==> src/rtl/smc_pkg.sv <==
package smc_pkg;
  // running verdict carried between bit steps
  typedef struct packed {
    logic gt;
    logic lt;
  } verdict_t;

  localparam verdict_t VERDICT_EQ = '{gt: 1'b0, lt: 1'b0};
endpackage

==> src/rtl/smc_bit_cell.sv <==
module smc_bit_cell
  import smc_pkg::*;
(
  input  logic     a_bit,
  input  logic     b_bit,
  input  verdict_t prior,
  output verdict_t next
);
  // a settled inequality from a more significant bit wins; otherwise this bit decides
  always_comb begin
    if (prior.gt || prior.lt) begin
      next = prior;
    end else begin
      next.gt = a_bit & ~b_bit;
      next.lt = ~a_bit & b_bit;
    end
  end
endmodule

==> src/rtl/smc_shifter.sv <==
module smc_shifter #(
  parameter int W = 4
) (
  input  logic         clk,
  input  logic         rst_n,
  input  logic         load,
  input  logic         shift,
  input  logic [W-1:0] din,
  output logic         head
);
  logic [W-1:0] q;
  logic [W-1:0] q_up;

  assign q_up = q << 1;

  always_ff @(posedge clk or negedge rst_n) begin
    if (!rst_n)     q <= '0;
    else if (load)  q <= din;
    else if (shift) q <= q_up;
  end

  // the top bit faces the cell
  assign head = q[W-1];
endmodule

==> src/rtl/smc_seq.sv <==
module smc_seq #(
  parameter int W = 4
) (
  input  logic clk,
  input  logic rst_n,
  input  logic start,
  output logic load,
  output logic shift,
  output logic step,
  output logic rdy
);
  localparam int CW = (W > 1) ? $clog2(W) : 1;
  localparam logic [CW-1:0] TERM = CW'(W - 1);

  logic          running;
  logic [CW-1:0] cnt;
  logic          at_term;

  assign at_term = (cnt == TERM);
  assign load    = start;
  assign step    = running && !start;
  assign shift   = running && !start && !at_term;

  always_ff @(posedge clk or negedge rst_n) begin
    if (!rst_n) begin
      running <= 1'b0;
      cnt     <= '0;
      rdy     <= 1'b0;
    end else if (start) begin
      running <= 1'b1;
      cnt     <= '0;
      rdy     <= 1'b0;
    end else if (running) begin
      if (at_term) begin
        running <= 1'b0;
        rdy     <= 1'b1;
      end else begin
        cnt <= cnt + CW'(1);
      end
    end
  end

  AST_TERM_GIVES_READY: assert property (@(posedge clk) disable iff (!rst_n)
    (running && !start && at_term) |=> rdy);
  AST_IDLE_NO_SHIFT: assert property (@(posedge clk) disable iff (!rst_n)
    (rdy && !start) |=> !shift);
endmodule

==> src/rtl/serial_mag_cmp.sv <==
module serial_mag_cmp
  import smc_pkg::*;
#(
  parameter int WIDTH = 4
) (
  input  logic             clk,
  input  logic             rst_n,
  input  logic             start,
  input  logic [WIDTH-1:0] opa,
  input  logic [WIDTH-1:0] opb,
  output logic             gt,
  output logic             lt,
  output logic             ready
);
  localparam int NOPS = 2;

  logic                       load, shift, step;
  logic [NOPS-1:0][WIDTH-1:0] opnd_in;
  logic [NOPS-1:0]            head;
  verdict_t                   state_q, cell_out;

  assign opnd_in[0] = opa;
  assign opnd_in[1] = opb;

  smc_seq #(.W(WIDTH)) u_seq (
    .clk   (clk),
    .rst_n (rst_n),
    .start (start),
    .load  (load),
    .shift (shift),
    .step  (step),
    .rdy   (ready)
  );

  for (genvar k = 0; k < NOPS; k++) begin : g_opnd
    smc_shifter #(.W(WIDTH)) u_sh (
      .clk   (clk),
      .rst_n (rst_n),
      .load  (load),
      .shift (shift),
      .din   (opnd_in[k]),
      .head  (head[k])
    );
  end

  smc_bit_cell u_cell (
    .a_bit (head[0]),
    .b_bit (head[1]),
    .prior (state_q),
    .next  (cell_out)
  );

  // feedback pair: cleared on load, captures the cell each active step
  always_ff @(posedge clk or negedge rst_n) begin
    if (!rst_n)    state_q <= VERDICT_EQ;
    else if (load) state_q <= VERDICT_EQ;
    else if (step) state_q <= cell_out;
  end

  assign gt = state_q.gt;
  assign lt = state_q.lt;

  AST_NEVER_BOTH: assert property (@(posedge clk) disable iff (!rst_n)
    !(gt && lt));
  AST_LOAD_CLEARS: assert property (@(posedge clk) disable iff (!rst_n)
    start |=> (!gt && !lt && !ready));
  AST_RESULT_HOLDS: assert property (@(posedge clk) disable iff (!rst_n)
    (ready && !start) |=> (ready && $stable(gt) && $stable(lt)));
  AST_INEQ_STICKY: assert property (@(posedge clk) disable iff (!rst_n)
    (step && (gt || lt)) |=> ($stable(gt) && $stable(lt)));
endmodule

==> config.mk <==
export PLATFORM = sky130hd
export DESIGN_NAME = serial_mag_cmp
export DESIGN_NICKNAME = d
export VERILOG_FILES = /design/src/rtl/smc_pkg.sv /design/src/rtl/smc_bit_cell.sv /design/src/rtl/smc_shifter.sv /design/src/rtl/smc_seq.sv /design/src/rtl/serial_mag_cmp.sv
export SDC_FILE = /design/constraint.sdc
export NUM_CORES = 1
export LEC_CHECK = 0
export ABC_AREA = 1
export BUFFER_PORTS_ARGS = -buffer_cell sky130_fd_sc_hd__buf_2
export CAP_MARGIN = 20
export CELL_PAD_IN_SITES_DETAIL_PLACEMENT = 0
export CELL_PAD_IN_SITES_GLOBAL_PLACEMENT = 1
export CORE_ASPECT_RATIO = 1.2
export CORE_UTILIZATION = 28
export DETAILED_ROUTE_END_ITERATION = 8
export PLACE_DENSITY_LB_ADDON = 0.1
export SYNTH_ARGS = -nofsm -noshare
export SYNTH_HDL_FRONTEND = slang
export SYNTH_SLANG_ARGS = --single-unit
==> constraint.sdc <==
create_clock -name clk -period 1.48 [get_ports clk]
set_clock_uncertainty 0.2 [all_clocks]
set_input_delay 0.296 -clock clk [delete_from_list [all_inputs] [get_ports clk]]
set_output_delay 0.296 -clock clk [all_outputs]
set_load 0.02 [all_outputs]
Word-level counts from Yosys, hierarchy flattened. Cells that the tools add are included.

Register bits after elaboration: 14. Input port bits: 11. Output and inout bits: 3. Logic and storage cells: 43.

Add/subtract/negate cells: 1. Equality and inequality tests: 3. Mux-type cells: 16. Bitwise operators: 4. Reductions and logical operators: 12.

Operator list (count): two-way mux 4 bit (4); two-way mux 2 bit (6); nonzero test 2 bit (4); two-way mux 1 bit (6); AND reduction 2 bit (3); != test 2 bit, second input constant (2); adder 2 x 1 -> 2 bit, second input constant (1); AND 1 bit (2); equality test 2 bit, second input constant (1); logical AND 1 bit (2); zero test 1 bit (2); NOT 1 bit (2); logical OR 1 bit (1).

Depth between registers and ports, before layout. Gate-level depths: netlist (run 1).

Depth after elaboration: 5. Mapped depth: 6. Mapped depth without buffers: 6.

Hierarchy. Synthesis (run 1) repeated with hierarchy kept, for this count alone.

Cell total of the unflattened synthesis: 85. Area, all modules: 661.9 sq um.

By module, submodules not included: smc_shifter (instances 2, cells an instance 21, area each 173.9 sq um, sequential area each 100.1 sq um); smc_seq (instances 1, cells an instance 25, area each 197.7 sq um, sequential area each 100.1 sq um); serial_mag_cmp (instances 1, cells an instance 10, area each 85.1 sq um, sequential area each 50.0 sq um); smc_bit_cell (instances 1, cells an instance 8, area each 31.3 sq um, sequential area each 0.0 sq um).

Worst setup path after synthesis (run 1). OpenSTA, ideal clock, no wires.

Path type: register -> register. From: register u_seq.cnt[0]. To: register u_seq.cnt[0]. Setup time: 0.122 ns. Arrival time: 0.948 ns. Required time: 1.158 ns. Setup slack: 0.210 ns. Cell stages (with the launch flop): 7. Buffers on the path: 1. Period minus slack after synthesis: 1.270 ns. Cell sequence: dfrtp_1 ha_1 inv_2 nand2_2 buf_6 nand3_1 o21ai_1.

Longest elaborated chain between the ends: 4. Elaborated cells between the ends (all ways): 7. Those cells by class: add/sub: 1; eq/ne: 2; mux: 3; reduce/logical: 1.

Ends and longest elaborated chain: start: declaration (RTL line smc_seq.sv:16) `logic [CW-1:0] cnt;`; start signal: assignment (RTL line smc_seq.sv:38) `cnt <= cnt + CW'(1);`; adder 2 x 1 -> 2 bit (RTL line smc_seq.sv:38); two-way mux 2 bit (RTL line smc_seq.sv:34) `if (at_term) begin`; two-way mux 2 bit (RTL line smc_seq.sv:33) `end else if (running) begin`; two-way mux 2 bit (RTL line smc_seq.sv:29) `end else if (start) begin`.

Several ways; a longest one is shown, not always the timed one. The select of a mux whose other input is x is not followed. A chain may end at the register's enable or synchronous reset.

Final worst setup path (run 1).
From: register u_seq.cnt[0]. To: register g_opnd[0].u_sh.q[1].

Longest elaborated chain between the ends: 4.

Ends and longest elaborated chain: equality test 2 bit (RTL line smc_seq.sv:19) `assign at_term = (cnt == TERM);`; zero test 1 bit (RTL line smc_seq.sv:22) `assign shift = running && !start && !at_term;`; logical AND 1 bit (RTL line smc_seq.sv:22); nonzero test 2 bit (no line); end signal: assignment (RTL line smc_shifter.sv:18) `else if (load) q <= din;`; end signal: assignment (RTL line smc_shifter.sv:19) `else if (shift) q <= q_up;`; end: declaration (RTL line smc_shifter.sv:11) `logic [W-1:0] q;`.

No other way between the ends.

==> metrics.yaml, run 1 <==
clock_network:
  cts_buffers: 3
  ctsHoldBuffers: 1
  path_clk_slew_ns: 0.08
  clkLatencyLatePin_ns: 0.27
  cts-root-buf: "clkbuf_4"
  post_cts_resized: 0
  clockBufferDepth: 2
  htree_levels: 1
  cts_sinks: 14
  cts_setup_buffers: 0
  tritoncts: "done"
min_path:
  hold_start: "opa[0]"
  hold_path.class: "input port to register"
  whs_path_depth: 3
  whs_endpoint: "g_opnd[0].u_sh.q[0]"
critical_path:
  ff2ff_path_depth: 6
  cp-end-kind: "register"
  critical_path_class: "register to register"
  cp-start-kind: "register"
  path_max_fanout: 11
  ff2ff_setup_slack_ns: 0.09
  worstPathArrival_ns: 1.41
  rr_startpoint: "u_seq.cnt[0]"
  required_ns: 1.49
  r2r_end: "g_opnd[0].u_sh.q[1]"
placed_design:
  numPortBuffers: 13
  place_hpwl_um: 902
  gp_congestion: 0.643
timing:
  whs_ns: 0.0187
  fin_crit_ns: 1.39
  worstMarginPinSlew_ns: 0.350
  max_freq_ghz: 0.719
  slew-limit-headroom_pct: 76.7
  post-route-period-util_pct: 94.0
  rsz0062_at_grt: "false"
  hold_viol: 0
  setup_viol: 0
  maxSlewViolCount: 0
  fin_tns_setup_ns: 0
global_routing:
  gr-total-overflow: 0
  grt_pass1_wl_um: 2370
  grt_pass1_vias: 542
  track_usage_pct: 12.7
  antenna_found_initial: 0
  grt_max_degree: 21
power:
  ir_worst_vdd_mv: 0.415
  p_leak_nw: 0.469
  power_mw: 1.05
  p_per_area_nw_per_um2: 1310
yosys:
  avgSynthCellArea_um2: 7.69
  syn_area_um2: 692
  ys_ff_latch: 14
  synth_area_leaders: "dfrtp_1 51%, nand2_1 23%, nand3_1 8.0%"
  syn-num-nets: 102
  ys_warn_count: 0
  yosysSeqAreaShare_pct: 50.6
  yosysTopAreaCell: "dfrtp_1"
  synth_cells: 90
  synth_top_area_share_pct: 50.6
  yosysUniqueCellTypes: 14
routing:
  post-route-drc-count: 0
  drt_first_iter_violations: 9
  m1WireLength_um: 679
  wl_met2_um: 603
  wl_met3_um: 58
  maxUsedRoutingLayer: "met4"
  finalWirelength_um: 1360
  firstDrtPassIters: 4
  routedWlPerCell_um: 10.1
  ant_nets: 0
  dr_total_vias: 572
  routed_via_density: 4.24
run:
  maxCapViolations: 0
status:
  status: "complete, no violations"
floorplan:
  dieWidth_um: 47.4
  io_pins: 14
  initial_core_util_pct: 30.0
  row_count: 19
  die_h_um: 56.5
  dieArea_um2: 2670
  core_um2: 2310
final_layout:
  antennaDiodeCount: 0
  drive_gt1_share_pct: 20.2
  fin_util_pct: 34.7
  fin_nets: 118
  area.growth.synth_to_final_pct: 15.7
==> placed cells by master (no fill, tap or decap) <==
cell type and n:
a21oi_1 1, buf_2 13, buf_4 1, clkbuf_4 3, dfrtp_1 14, dlygate4sd3_1 1, ha_1 1, inv_1 6
inv_2 2, nand2_1 43, nand2_2 1, nand2_4 1, nand3_1 11, nor2_1 4, o21ai_1 2
==> stage by stage <==
step,instance area (µm²),worst slack (ns),instances
2_1_floorplan,692,0.210,90
3_3_place_gp,768,0.147,131
3_5_place_dp,768,0.108,131
4_1_cts,801,0.0854,135
5_1_grt,801,0.00761,135
6_report,801,0.0885,135
==> worst max-delay path: stages (launching register included) <==
cell	delay (ns)
dfrtp_1	0.40
ha_1	0.23
inv_2	0.07
nand2_2	0.16
nand2_4	0.15
nand2_1	0.06
nand2_1	0.06
==> state kept, by name, summed over array words and instances (netlist names) <==
name and cells:
u_seq.cnt 2, g_opnd.u_sh.q 8, gt 1, u_seq.rdy 1, u_seq.running 1, lt 1
==> cells in the mapped netlist <==
master / n
nand2_2: 1
o21ai_1: 2
inv_2: 2
buf_4: 1
dfrtp_1: 14
inv_1: 6
nor2_1: 4
nand3_1: 11
nand2_4: 1
buf_2: 1
a21oi_1: 1
ha_1: 1
nand2_1: 43
buf_6: 2
==> cell type report <==
cell class                      count  area, µm²
Clock buffer                        3       22.5
Timing Repair Buffer               15       82.6
Fill cell                         268       1510
Sequential cell                    14        350
Multi-Input combinational cell     64        277
Tap cell                           31       38.8
Inverter                            8       30.0
==> layer usage <==
layer	vias to the layer above	track usage, %
met1	252	19.2
met5	-	0
met3	2	1.93
met4	0	7.35
li1	304	-
met2	14	16.4
==> worst max path at each step <==
stage	slack (ns)	from	depth (start not counted)	to
finish	0.09	u_seq.cnt[0]	6	g_opnd[0].u_sh.q[1]
global route	0.008	u_seq.cnt[0]	6	g_opnd[0].u_sh.q[3]
CTS	0.09	u_seq.cnt[0]	6	g_opnd[0].u_sh.q[2]
detailed placement	0.11	u_seq.cnt[0]	6	g_opnd[0].u_sh.q[1]
global placement	0.15	u_seq.cnt[0]	6	g_opnd[0].u_sh.q[1]
floorplan	0.21	u_seq.cnt[0]	6	u_seq.cnt[0]
==> where the power goes <==
part | internal [mW] | switching (mW) | total, mW
logic | 0.111 | 0.198 | 0.309
registers | 0.473 | 0.0583 | 0.531
clock network | 0.0941 | 0.118 | 0.212
==> cell families after synthesis <==
group                      count (synthesis)  share of synthesized area, %
AOI/OAI and AO/OA                          3                          2.17
and+or+nand+nor                           60                          36.0
DFF                                       14                          50.6
buffers and inverters                     12                          9.40
adders and majority gates                  1                          1.81
Power figures use the tool's default switching activity.
==> inputs of run 2 (changes only) <==
Settings changed: CORE_MARGIN from default to 5, CTS_BUF_LIST from default to sky130_fd_sc_hd__clkbuf_8 sky130_fd_sc_hd__clkbuf_16, TNS_END_PERCENT from default to 1.
==> run 2 against run 1 <==
  * Critical path depth is the same
  * Critical endpoint is now g_opnd[0].u_sh.q[2]
  * Final area grew 4.1%
  * Critical path type unchanged
  * Largest power group unchanged
  * Sequential cell count is the same
==> metrics.yaml, run 2 (synthesized netlist as in run 1, its figures left out) <==
critical_path:
  r2r_end: "g_opnd[0].u_sh.q[2]"
  worstPathArrival_ns: 1.37
  required_ns: 1.46
  cp-end-kind: "register"
  rr_startpoint: "u_seq.cnt[0]"
  crit_chain: "ha_1, inv_2, nand2_2, nand2_4, nand2_1, nand2_1"
  cpPeakStageDelay_ns: 0.39
  ff2ff_path_depth: 6
  crit_top_cell: "nand2_1"
  path_max_fanout: 11
  ff2ff_setup_slack_ns: 0.1
  slowest_stage: "dfrtp_1"
  cp-start-kind: "register"
  critical_path_class: "register to register"
power:
  p_sw_mw: 0.412
  ir_worst_vdd_mv: 0.534
  seq_power_share_pct: 43.2
  switching_share_pct: 33.4
  p_leak_nw: 0.484
  combPwrFrac_pct: 25.4
  p_per_area_nw_per_um2: 1480
  clockPowerShare_pct: 31.3
  power.internal_mw: 0.821
timing:
  slew-limit-headroom_pct: 76.2
  max_freq_ghz: 0.723
  setup_viol: 0
  hold_viol: 0
  worstMarginPinSlew_ns: 0.357
  fin_tns_setup_ns: 0
  layout_setup_ws_ns: 0.0973
  rsz0062_at_grt: "false"
  post-route-period-util_pct: 93.4
  maxSlewViolCount: 0
  fin_crit_ns: 1.38
global_routing:
  gr-total-overflow: 0
  grt_pass1_wl_um: 2690
  antenna_found_initial: 0
  grt_max_degree: 21
  track_usage_pct: 9.51
  grt_pass1_vias: 606
final_layout:
  mostFrequentLayoutCells: "43 x nand2_1, 14 x dfrtp_1, 13 x buf_2"
  fin_util_pct: 35.8
  regMostFlops: "g_opnd.u_sh.q"
  largest_reg_flops: 8
  top_regs: "g_opnd.u_sh.q: 8 flops, u_seq.cnt: 2 flops"
  antennaDiodeCount: 0
  area.growth.synth_to_final_pct: 20.4
  drive_gt1_share_pct: 21.0
  fin_nets: 118
  final_common_cell: "nand2_1"
  layout.cells.non_filler: 136
min_path:
  whs_endpoint: "g_opnd[0].u_sh.q[0]"
  whs_path_depth: 3
  hold_start: "opa[0]"
  hold_path.class: "input port to register"
placed_design:
  place_hpwl_um: 1010
  dpl.cell_count: 131
  dp_slack_ns: 0.0926
  numPortBuffers: 13
  gp_congestion: 0.616
clock_network:
  clockBufferDepth: 2
  cts_buffers: 3
  cts_sinks: 14
  clkLatencyLatePin_ns: 0.25
  tritoncts: "done"
  htree_levels: 1
  cts-root-buf: "clkbuf_8"
  path_clk_slew_ns: 0.06
floorplan:
  initial_core_util_pct: 29.7
  dieArea_um2: 3570
  row_count: 19
  die_h_um: 64.5
  core_um2: 2330
  io_pins: 14
  dieWidth_um: 55.4
routing:
  routed_via_density: 4.30
  ant_nets: 0
  finalWirelength_um: 1490
  dr_total_vias: 585
  routedWlPerCell_um: 11.0
  drt_first_iter_violations: 6
  post-route-drc-count: 0
  firstDrtPassIters: 4
run:
  maxCapViolations: 0
status:
  status: "complete, no violations"
==> run 2: worst max-delay path by stage <==
stage / from / to / slack, ns / cells past startpoint
CTS: u_seq.cnt[0] / g_opnd[0].u_sh.q[2] / 0.08 / 6
finish: u_seq.cnt[0] / g_opnd[0].u_sh.q[2] / 0.1 / 6
detailed placement: u_seq.cnt[0] / g_opnd[0].u_sh.q[2] / 0.09 / 6
global placement: u_seq.cnt[0] / g_opnd[0].u_sh.q[2] / 0.12 / 6
floorplan: u_seq.cnt[0] / u_seq.cnt[0] / 0.21 / 6
global route: u_seq.cnt[0] / g_opnd[0].u_sh.q[2] / 0.02 / 6
==> run 2: power by group through the flow <==
stage	Clock, mW	Sequential (mW)	Combinational, mW
finish	0.386	0.533	0.313
floorplan	0	0.557	0.224
global placement	0	0.542	0.316
detailed placement	0	0.541	0.317
CTS	0.398	0.535	0.323
global route	0.414	0.551	0.363
==> run 2: through the flow <==
stage	cell area (µm²)	hold slack, ns	power, mW
after floorplan	692	-0.200	0.781
after global placement	768	0.0224	0.858
after detailed placement	768	0.0282	0.859
after CTS	833	0.0457	1.26
after global routing	833	0.0603	1.33
final	833	0.0487	1.23
==> run 2: timing repair <==
action                                 4_1_cts  5_1_grt
buffers inserted                             0        0
resized for setup                            0        0
hold buffers                                 1        0
endpoints found under the hold margin       14        0
==> run 2: worst max-delay path: cells and delay by family, from the launching register on <==
family                   cells  cell delay, ns
flip-flops                   1            0.39
adder cells (fa/ha/maj)      1            0.23
buffers and inverters        1            0.06
AND/OR/NAND/NOR              4            0.44
==> run 2: layout make-up <==
class / count / area [µm²]
Timing Repair Buffer: 15 / 82.6
Fill cell: 281 / 1500
Inverter: 8 / 30.0
Tap cell: 31 / 38.8
Multi-Input combinational cell: 64 / 277
Sequential cell: 14 / 350
Clock buffer: 4 / 55.1
==> run 2: per-layer routing <==
| metal | global-route usage [%] | wire length, µm | up-vias | part of all wire, % |
|---|---|---|---|---|
| li1 | - | - | 304 | - |
| met1 | 11.4 | 686 | 263 | 46 |
| met2 | 16.3 | 708 | 14 | 47 |
| met3 | 1.98 | 69 | 4 | 4.6 |
| met4 | 4.56 | 29 | 0 | 1.9 |
| met5 | 0 | 0 | - | 0 |
==> inputs of run 3 (changes only) <==
Settings changed: SYNTH_HIERARCHICAL from default to 1.
==> run 3 against run 2 <==
  * Synthesized cell count is 5.6% lower
  * Core utilization is 3.2 points higher
  * Combinational power is 11% lower
==> metrics.yaml, run 3 <==
timing:
  maxSlewViolCount: 0
  fin_crit_ns: 1.44
  whs_ns: 0.0449
  rsz0062_at_grt: "true"
  layout_setup_ws_ns: 0.0380
  hold_viol: 0
  max_freq_ghz: 0.693
  slew-limit-headroom_pct: 77.0
  worstMarginPinSlew_ns: 0.345
  post-route-period-util_pct: 97.4
  setup_viol: 0
yosys:
  ys_warn_count: 6
  synthFlopType: "dfrtp_1"
  synthTopCellsByCount: "34 x nand2_1, 18 x nand3_1, 14 x dfrtp_1"
  synth_top_area_share_pct: 52.9
  ys_ff_latch: 14
  yosysTopAreaCell: "dfrtp_1"
  yosysMostFrequentCell: "nand2_1"
  synth_edf_count: 0
  syn-num-nets: 97
  syn_area_um2: 662
  yosysSeqAreaShare_pct: 52.9
  yosysUniqueCellTypes: 10
  synthArstFlopShare_pct: 100
  synth_area_leaders: "dfrtp_1 53%, nand2_1 19%, nand3_1 14%"
  synth_cells: 85
  avgSynthCellArea_um2: 7.79
critical_path:
  cp-startpoint: "u_seq/cnt[0]"
  rr_startpoint: "u_seq/cnt[0]"
  cp-start-kind: "register"
  ff2ff_setup_slack_ns: 0.04
  required_ns: 1.41
  cp-end-kind: "register"
  ff2ff_path_depth: 7
  path_max_fanout: 8
  r2r_end: "g_opnd[1].u_sh/q[2]"
  critPathCapture: "g_opnd[1].u_sh/q[2]"
  critical_path_class: "register to register"
  worstPathArrival_ns: 1.37
clock_network:
  clockBufferDepth: 2
  cts_setup_buffers: 0
  clkLatencyLatePin_ns: 0.25
  tritoncts: "done"
  cts-root-buf: "clkbuf_8"
  htree_levels: 1
  cts_buffers: 3
  cts_sinks: 14
  path_clk_slew_ns: 0.06
floorplan:
  row_count: 19
  io_pins: 14
  core_um2: 2280
  dieWidth_um: 54.4
  initial_core_util_pct: 29.0
  die_h_um: 63.3
  dieArea_um2: 3440
final_layout:
  antennaDiodeCount: 0
  regMostFlops: "g_opnd.u_sh/q"
  largest_reg_flops: 8
  top_regs: "g_opnd.u_sh/q: 8 flops, u_seq/cnt: 2 flops"
  drive_gt1_share_pct: 29.9
  design_area_um2: 888
  area.growth.synth_to_final_pct: 34.2
  fin_util_pct: 38.9
  final_common_cell: "nand2_1"
  mostFrequentLayoutCells: "33 x nand2_1, 18 x nand3_1, 14 x dfrtp_1"
  fin_nets: 120
  layout.cells.non_filler: 138
min_path:
  hold_start: "opb[0]"
  hold_path.class: "input port to register"
routing:
  ant_nets: 0
  drt_first_iter_violations: 11
  routed_via_density: 4.39
  post-route-drc-count: 0
  dr_total_vias: 606
  finalWirelength_um: 1390
  firstDrtPassIters: 4
  routedWlPerCell_um: 10.1
global_routing:
  grt_pass1_wl_um: 2510
  grt_pass1_vias: 577
  gr-total-overflow: 0
  grt_max_degree: 15
  track_usage_pct: 10.2
  antenna_found_initial: 0
placed_design:
  numPortBuffers: 13
  dp_slack_ns: -0.0117
  dpl_cell_area_um2: 803
  dpl.cell_count: 133
  gp_congestion: 0.668
  place_hpwl_um: 1080
status:
  status: "complete, no violations"
power:
  ir_worst_vdd_mv: 0.566
  p_per_area_nw_per_um2: 1280
  p_leak_nw: 0.478
run:
  maxCapViolations: 0
-- run 3: report_power, final --
part / total [mW] / internal [mW] / leakage (nW) / switching (mW)
registers: 0.487 / 0.446 / 0.174 / 0.0405
logic: 0.278 / 0.119 / 0.274 / 0.159
clock network: 0.374 / 0.236 / 0.0288 / 0.138
total: 1.14 / 0.801 / 0.478 / 0.337
-- run 3: cell type report --
cell class              count  area [µm²]
flip-flops and latches     14         350
multi-input cells          61         298
inverters                   9        33.8
clock buffers               4        55.1
repair buffers             19         113
fillers                   265        1390
well taps                  31        38.8
-- run 3: worst min path at each step --
| stage | end | slack, ns | depth (start not counted) |
|---|---|---|---|
| floorplan | g_opnd[0].u_sh/q[0] | -0.20 | 0 |
| finish | g_opnd[1].u_sh/q[0] | 0.04 | 3 |
| global route | g_opnd[0].u_sh/q[0] | 0.05 | 3 |
| detailed placement | u_seq/cnt[0] | 0.02 | 1 |
| CTS | g_opnd[1].u_sh/q[0] | 0.04 | 3 |
| global placement | u_seq/rdy | 0.02 | 1 |
-- run 3: per-layer routing --
layer / part of all wire (%) / wire length, µm / global-route usage [%]
met5: 0 / 0 / 0
met2: 47 / 650 / 14.7
met1: 43 / 601 / 12.3
met3: 6.1 / 84 / 2.36
met4: 3.7 / 52 / 8.41
-- run 3: logic make-up after synthesis --
| logic type | share of synthesized area [%] |
|---|---|
| fa+ha+maj | 1.89 |
| flops | 52.9 |
| buf+inv | 6.24 |
| simple gates | 38.9 |
-- run 3: what timing repair did --
| item | CTS | global route |
|---|---|---|
| resized for setup | 5 | 1 |
| setup endpoints to repair | 4 | 8 |
| pin swaps | 1 | 1 |
| hold endpoints to repair | 14 | 0 |
| hold buffers | 1 | 0 |
-- run 3: stage by stage --
stage	power, mW	setup TNS [ns]
final	1.14	0
after floorplan	0.646	0
after CTS	1.16	0
after global routing	1.23	-0.178
after detailed placement	0.752	-0.0117
after global placement	0.751	0
-- run 3: critical path, stage by stage, from the launching register on --
cell	delay (ns)
dfrtp_1	0.38
ha_2	0.19
inv_2	0.07
nand2_4	0.05
nor2_4	0.23
nor2_4	0.07
nand2_1	0.07
nand3_1	0.06
